$ cat src/rtl/gpio_pkg.sv
package gpio_pkg;
  localparam int ADDR_W = 8;
  localparam int NCFG   = 8;

  // settings words; index order is the order of their set/clear address pairs
  typedef enum int {
    CF_DOUT  = 0,
    CF_DIR   = 1,
    CF_IEN   = 2,
    CF_IMSK  = 3,
    CF_ITYP  = 4,
    CF_IPOL  = 5,
    CF_IDB   = 6,
    CF_IDUAL = 7
  } cfg_e;

  localparam logic [ADDR_W-1:0] OFS_DIR_ST  = 8'h18;
  localparam logic [ADDR_W-1:0] OFS_STATUS  = 8'h70;
  localparam logic [ADDR_W-1:0] OFS_ACK     = 8'h78;
  localparam logic [ADDR_W-1:0] OFS_PINS    = 8'h80;
  localparam logic [ADDR_W-1:0] OFS_COMB    = 8'ha0;
  localparam logic [ADDR_W-1:0] OFS_DUAL_ST = 8'hb8;

  // set address of settings word idx; its clear address is 4 above
  function automatic logic [ADDR_W-1:0] cfg_set_ofs(input int idx);
    logic [ADDR_W-1:0] r;
    case (idx)
      0:       r = 8'h00;
      1:       r = 8'h10;
      2:       r = 8'h20;
      3:       r = 8'h30;
      4:       r = 8'h40;
      5:       r = 8'h50;
      6:       r = 8'h60;
      default: r = 8'hb0;
    endcase
    return r;
  endfunction

  function automatic logic [ADDR_W-1:0] cfg_clr_ofs(input int idx);
    return cfg_set_ofs(idx) + 8'h04;
  endfunction

  // edge event selection; dual-edge overrides trigger kind and polarity
  function automatic logic edge_hit(input logic dual, input logic typ,
                                    input logic pol, input logic rise,
                                    input logic fall);
    return dual ? (rise | fall) : (typ & (pol ? rise : fall));
  endfunction

  function automatic logic is_edge_mode(input logic dual, input logic typ);
    return dual | typ;
  endfunction

  function automatic logic level_hit(input logic pol, input logic lvl);
    return pol ? lvl : ~lvl;
  endfunction
endpackage

$ cat src/rtl/gpio_regs.sv
module gpio_regs import gpio_pkg::*; #(
  parameter int NL = 32
) (
  input  logic                       clk,
  input  logic                       rst_n,
  input  logic                       wr,
  input  logic [ADDR_W-1:0]          addr,
  input  logic [31:0]                wdata,
  output logic [NCFG-1:0][NL-1:0]    cfg,
  output logic                       comb_en,
  output logic [NL-1:0]              ack
);
  for (genvar g = 0; g < NCFG; g++) begin : g_word
    always_ff @(posedge clk or negedge rst_n) begin
      if (!rst_n)
        cfg[g] <= '0;
      else if (wr && addr == cfg_set_ofs(g))
        cfg[g] <= cfg[g] | wdata[NL-1:0];
      else if (wr && addr == cfg_clr_ofs(g))
        cfg[g] <= cfg[g] & ~wdata[NL-1:0];
    end
  end

  always_ff @(posedge clk or negedge rst_n) begin
    if (!rst_n)
      comb_en <= 1'b0;
    else if (wr && addr == OFS_COMB)
      comb_en <= wdata[0];
  end

  assign ack = (wr && addr == OFS_ACK) ? wdata[NL-1:0] : '0;
endmodule

$ cat src/rtl/gpio_line_in.sv
module gpio_line_in #(
  parameter int DB_CYCLES = 4
) (
  input  logic clk,
  input  logic rst_n,
  input  logic pin,
  input  logic db_on,
  output logic level
);
  localparam int CW = $clog2(DB_CYCLES + 1);

  logic          s1, s2;
  logic [CW-1:0] cnt;

  always_ff @(posedge clk or negedge rst_n) begin
    if (!rst_n) begin
      s1    <= 1'b0;
      s2    <= 1'b0;
      level <= 1'b0;
      cnt   <= '0;
    end else begin
      s1 <= pin;
      s2 <= s1;
      if (!db_on) begin
        level <= s2;
        cnt   <= '0;
      end else if (s2 == level) begin
        cnt <= '0;
      end else if (cnt == CW'(DB_CYCLES - 1)) begin
        level <= s2;
        cnt   <= '0;
      end else begin
        cnt <= cnt + 1'b1;
      end
    end
  end
endmodule

$ cat src/rtl/gpio_line_evt.sv
module gpio_line_evt import gpio_pkg::*; (
  input  logic clk,
  input  logic rst_n,
  input  logic level,
  input  logic en,
  input  logic typ,
  input  logic pol,
  input  logic dual,
  input  logic ack,
  output logic evt,
  output logic raw
);
  logic prev, held;
  logic rise, fall;

  assign rise = level & ~prev;
  assign fall = ~level & prev;
  assign evt  = edge_hit(dual, typ, pol, rise, fall);

  // a new event in the acknowledge cycle wins over the clear
  always_ff @(posedge clk or negedge rst_n) begin
    if (!rst_n) begin
      prev <= 1'b0;
      held <= 1'b0;
    end else begin
      prev <= level;
      held <= (held & ~ack) | (evt & en);
    end
  end

  assign raw = is_edge_mode(dual, typ) ? held : level_hit(pol, level);
endmodule

$ cat src/rtl/gpio_irq_ctrl.sv
module gpio_irq_ctrl import gpio_pkg::*; #(
  parameter int NL        = 32,
  parameter int DB_CYCLES = 4
) (
  input  logic              clk,
  input  logic              rst_n,
  input  logic              bus_wr,
  input  logic              bus_rd,
  input  logic [ADDR_W-1:0] bus_addr,
  input  logic [31:0]       bus_wdata,
  output logic [31:0]       bus_rdata,
  input  logic [NL-1:0]     pin_in,
  output logic [NL-1:0]     pin_out,
  output logic [NL-1:0]     pin_oe,
  output logic              irq_out
);
  logic [NCFG-1:0][NL-1:0] cfg;
  logic                    comb_en;
  logic [NL-1:0]           ack;
  logic [NL-1:0]           lvl;
  logic [NL-1:0]           evt;
  logic [NL-1:0]           raw;
  logic [NL-1:0]           sts;
  logic [NL-1:0]           dual;
  logic [31:0]             rmux;

  gpio_regs #(.NL(NL)) regs_i (
    .clk(clk), .rst_n(rst_n), .wr(bus_wr), .addr(bus_addr),
    .wdata(bus_wdata), .cfg(cfg), .comb_en(comb_en), .ack(ack)
  );

  for (genvar i = 0; i < NL; i++) begin : g_line
    gpio_line_in #(.DB_CYCLES(DB_CYCLES)) in_i (
      .clk(clk), .rst_n(rst_n), .pin(pin_in[i]),
      .db_on(cfg[CF_IDB][i]), .level(lvl[i])
    );
    gpio_line_evt evt_i (
      .clk(clk), .rst_n(rst_n), .level(lvl[i]),
      .en(cfg[CF_IEN][i]), .typ(cfg[CF_ITYP][i]), .pol(cfg[CF_IPOL][i]),
      .dual(cfg[CF_IDUAL][i]), .ack(ack[i]), .evt(evt[i]), .raw(raw[i])
    );
  end

  assign dual    = cfg[CF_IDUAL];
  assign sts     = raw & cfg[CF_IEN] & ~cfg[CF_IMSK];
  assign irq_out = comb_en & (|sts);
  assign pin_out = cfg[CF_DOUT];
  assign pin_oe  = cfg[CF_DIR];

  always_comb begin
    case (bus_addr)
      OFS_DIR_ST:  rmux = 32'(cfg[CF_DIR]);
      OFS_DUAL_ST: rmux = 32'(dual);
      OFS_STATUS:  rmux = 32'(sts);
      OFS_PINS:    rmux = 32'(lvl);
      default:     rmux = '0;
    endcase
  end

  always_ff @(posedge clk or negedge rst_n) begin
    if (!rst_n)
      bus_rdata <= '0;
    else if (bus_rd)
      bus_rdata <= rmux;
  end
endmodule

$ cat config.mk
export PLATFORM = sky130hd
export DESIGN_NAME = gpio_irq_ctrl
export DESIGN_NICKNAME = d
export VERILOG_FILES = /design/src/rtl/gpio_pkg.sv /design/src/rtl/gpio_regs.sv /design/src/rtl/gpio_line_in.sv /design/src/rtl/gpio_line_evt.sv /design/src/rtl/gpio_irq_ctrl.sv
export SDC_FILE = /design/constraint.sdc
export NUM_CORES = 1
export LEC_CHECK = 0
export BUFFER_PORTS_ARGS = -buffer_cell sky130_fd_sc_hd__buf_2
export CORE_MARGIN = 2
export CORE_UTILIZATION = 55
export DETAILED_ROUTE_END_ITERATION = 16
export PLACE_DENSITY = 0.86
export SLEW_MARGIN = 30
export SYNTH_ARGS = -nofsm -noshare
export SYNTH_HDL_FRONTEND = slang
export SYNTH_SLANG_ARGS = --single-unit
$ cat constraint.sdc
create_clock -name clk -period 2.1 [get_ports clk]
set_clock_uncertainty 0.2 [all_clocks]
set_input_delay 0.42 -clock clk [delete_from_list [all_inputs] [get_ports clk]]
set_output_delay 0.42 -clock clk [all_outputs]
set_load 0.05 [all_outputs]
# ---- After elaboration in Yosys (flattened, before gate mapping)
# Index checks and enable logic that the tools add are counted.
# W data, S select, Z words.
dict set report word_totals {
  inputBits 76
  ff_bits 545
  ramBits 0
  memories 0
  out_inout_bits 97
  elab_cells 1154
  romBits 0
  latchBits 0
}
dict set report classes {
  n_mul 0
  add_sub_neg 32
  shifts 0
  n_eq_ne 149
  div 0
  mux 338
  n_lt_le_gt_ge 0
  reduce_logical 60
  n_bitwise 373
}
# cell count
set ops {}
lappend ops {{$mux W32} 17}
lappend ops {{$and A32 B32 Y32} 10}
lappend ops {{$mux W3} 96}
lappend ops {{$or A32 B32 Y32} 8}
lappend ops {{$mux W1} 224}
lappend ops {{$and A1 B1 Y1} 161}
lappend ops {{$pmux W32 S4} 1}
lappend ops {{$add A3 B1 Y3 const B} 32}
lappend ops {{$eq A3 B2 Y1 const B} 32}
lappend ops {{$not A1 Y1} 96}
lappend ops {{$or A1 B1 Y1} 96}
lappend ops {{$eq A8 B7 Y1 const B} 8}
lappend ops {{$ne A2 B1 Y1 const B} 32}
lappend ops {{$ne A2 B2 Y1 const B} 32}
lappend ops {{$not A32 Y32} 2}
lappend ops {{$reduce_and A2 Y1} 32}
lappend ops {{$eq A8 B8 Y1 const B} 5}
lappend ops {{$eq A1 B1 Y1} 32}
lappend ops {{$eq A8 B6 Y1 const B} 4}
lappend ops {{$reduce_or A32 Y1} 1}
lappend ops {{$eq A8 B5 Y1 const B} 3}
lappend ops {{$logic_and A1 B1 Y1} 18}
lappend ops {{$reduce_bool A2 Y1} 8}
lappend ops {{$eq A8 B3 Y1 const B} 1}
lappend ops {{$logic_not A8 Y1} 1}

# ---- Depth between registers and ports, before layout
dict set report depth {
  word_depth 7
  ltp_mapped 8
  ltp_nobuf 5
}

# ---- By module
# Synthesis repeated with hierarchy kept, for this count alone.
dict set report hier_totals {
  cells_unflattened 2401
  hier_area_um2 27376.3
}
# mod seq_area_each_um2 cells_per_inst n_inst area_each_um2
set modules_own_cells {}
lappend modules_own_cells {gpio_regs 6431.2 1065 1 11954.0}
lappend modules_own_cells {gpio_line_in 150.1 16 32 231.5}
lappend modules_own_cells {gpio_line_evt 50.0 17 32 163.9}
lappend modules_own_cells {gpio_irq_ctrl 800.8 280 1 2770.2}

# ---- Worst setup path before layout
# OpenSTA, ideal clock, no wires.
dict set report synth_timing {
  kind {register to output}
  from {reg with a tool-made name}
  to {out irq_out}
  stages_incl_launch_ff 6
  path_buffers 0
  arrival_time_ns 2.267
  setup_slack_ns -0.787
  required_ns 1.480
  path_cell_list {dfrtp_1 or4b_2 o22ai_1 or4_1 nor4_1 a31oi_1}
}
# element line_no
set synth_rtl {}
lappend synth_rtl {{to (decl)} gpio_irq_ctrl.sv:15} ;# output logic irq_out

==> results.ini <==
[status]
status=finished with violations
violations=setup timing

[cells_and_area]
layout_common_cells=545 x dfrtp_1, 345 x nand2_1, 277 x inv_1
final_common_cell=dfrtp_1
synthToLayoutAreaGrowth_pct=22.09
antenna_cells=0
fin_area_um2=30750
final_nets=2846
drive_gt1_share_pct=21.69

[critical_path]
critPathMaxFanout=2
required_ps=1480
path_depth=6
path_cells=or2_2, o2111ai_4, nand4_1, nor4_4, a31oi_4, buf_6
crit_slowest_cell=dfrtp_1
startpoint_type=flip-flop
max_stage_delay_ps=380
cpLargestDelayFamily=simple AND/OR/NAND/NOR gates
timing.rr.start=g_line[1].in_i.level
path_buf_inv=1
r2r_slack_ps=210
worstSetupEndpointType=output port
reg2reg_depth=6
critical_path_class=flip-flop to output port
cp.arrival_ps=2610
regToRegEndpoint=bus_rdata[1]

[cts]
cts_tree=done
cts_setup_buffers=0
h-tree-depth=2
cts.sinks=545
cts_buffer_depth=3
worstSkewPairLatency_ps=630
clockRootBuffer=clkbuf_16
clk_pin_slew_ps=60
cts_buffers=56

[sta]
layout_setup_ws_ps=-1133
maxSlewHeadroom_pct=55.98
slew_viol_final=0
setup-violations-final=1
hold_viol=0
post-route-period-util_pct=154.0
fmax_mhz=309.3
worstMarginPinSlew_ps=655.3
finalCriticalPeriod_ps=3233
grt_setup_unrepaired=yes

[global_route]
grt_pass1_wl_um=111000
grt_overflow=0
grt_max_degree=127
grt_pass1_vias=20530
antenna_found_initial=2
gr-usage-all-layers_pct=30.04

[yosys]
synth-seq-area-share_pct=54.15
netlist.area_leader.share_pct=54.15
syn_inst=2318
async_reset_ff_share_pct=100.0
ys_warn_count=0
synth_area_um2=25190
ys_types=49
postSynthAreaPerCell_um2=10.87
ys_ff_latch=545
syn_nets=2490
synth_ff_type=dfrtp_1
synth_area_leaders=dfrtp_1 54%, mux2i_1 7.7%, nand2_1 5.1%
synth_edf_count=0
yosysTopAreaCell=dfrtp_1

[detailed_routing]
avgRoutedWirePerCell_um=20.98
viasPerCell=5.783
dr.first_iter.drc_count=1883
drc=0
vias=19200
dr.pass1.iters=7
antenna_left=0
routed_wl_um=69660

[placed_design]
dpl.hpwl_um=45020
placed_area_um2=28240
post-place-ws_ps=-492.0
port_buffers=172
place_congestion=0.8982

[hold_path]
hp-class=input port to flip-flop
min_from=bus_wdata[0]
hold_depth=3

[pwr]
p_leak_uw=0.01628
peakVddDrop_mv=0.6750
cellPowerDensity_nw_per_um2=922.6

[floorplan]
dieWidth_um=218.0
rows=78
io_pins=173
fp.dieH_um=218.0
die_area_um2=47520
start_util_pct=55.62
coreArea_um2=45280

[job]
maxCapViolCount=0

## cell usage after synthesis (25+ instances only)
cell and number:
a222oi_1 32, a22o_1 96, buf_2 33, buf_4 64, clkbuf_1 74, dfrtp_1 545
ha_1 96, inv_1 277, mux2_2 29, mux2i_1 193, nand2_1 345, nand2b_1 56
nor2_1 59, o21a_1 25, o21ai_0 33, o22ai_1 36, o31ai_1 42, xnor2_1 28
xor2_1 36
## cell type report
cell class / count / area [µm²]
sequential: 545 / 13640
clock inverter: 20 / 142.6
multi-input combinational: 1321 / 9739
clock buffer: 84 / 1678
inverter: 277 / 1040
fill: 2981 / 14530
tap: 600 / 750.7
timing repair buffer: 473 / 3762
## worst reg2reg max path, cell delays in order (launching register included)
cell	delay (ps)
dfrtp_1	390
xnor2_1	160
mux2i_1	100
nor3_1	520
buf_4	210
a21boi_0	100
o22ai_1	130
## stage by stage
stage | utilization, % | std cells | TNS (ps) | total power (µW) | hold WS [ps]
finish | 67.91 | 3320 | -1133 | 28370 | 26.67
global route | 67.91 | 3320 | -1193 | 29720 | 27.41
CTS | 67.88 | 3320 | -1115 | 28390 | 7.454
detailed placement | 62.36 | 3153 | -38720 | 18340 | 113.0
global placement | 62.36 | 3153 | -26530 | 17840 | 111.8
floorplan | - | 2318 | -157.7 | 16110 | -75.59
## worst max-delay path by stage
stage                               start  endpoint
floorplan           g_line[15].in_i.level   irq_out
global placement                flip-flop   irq_out
detailed placement              flip-flop   irq_out
CTS                             flip-flop   irq_out
global route                    flip-flop   irq_out
finish                          flip-flop   irq_out
## power by group
group          total (µW)  switching, µW  internal [µW]
Sequential          12600            792          11800
Combinational        5940           3320           2620
Clock                9850           4220           5630
Total               28400           8330          20000
## routing by layer
layer	up-vias	global-route usage, %	wire (µm)
met5	-	0	11
met4	2	14.88	3138
met3	218	6.206	6099
met2	908	48.35	33070
met1	9630	38.84	27340
li1	8441	-	-
## what timing repair did
item	4_1_cts	5_1_grt
resized for setup	9	2
endpoints found under the setup margin	1	2
hold endpoints to repair	594	0
pin swaps	7	1
hold buffers	63	0
## cells by family (layout without fill, tap and decap cells)
logic type / count (synthesis) / after routing / share of synthesized area [%]
simple gates: 609 / 609 / 11.58
flops: 545 / 545 / 54.15
buf+inv: 452 / 854 / 7.948
compound gates: 326 / 326 / 10.18
mux: 226 / 226 / 9.146
fa+ha+maj: 96 / 96 / 4.769
xor+xnor: 64 / 64 / 2.226
No activity file was read; power rests on OpenSTA's default activity.
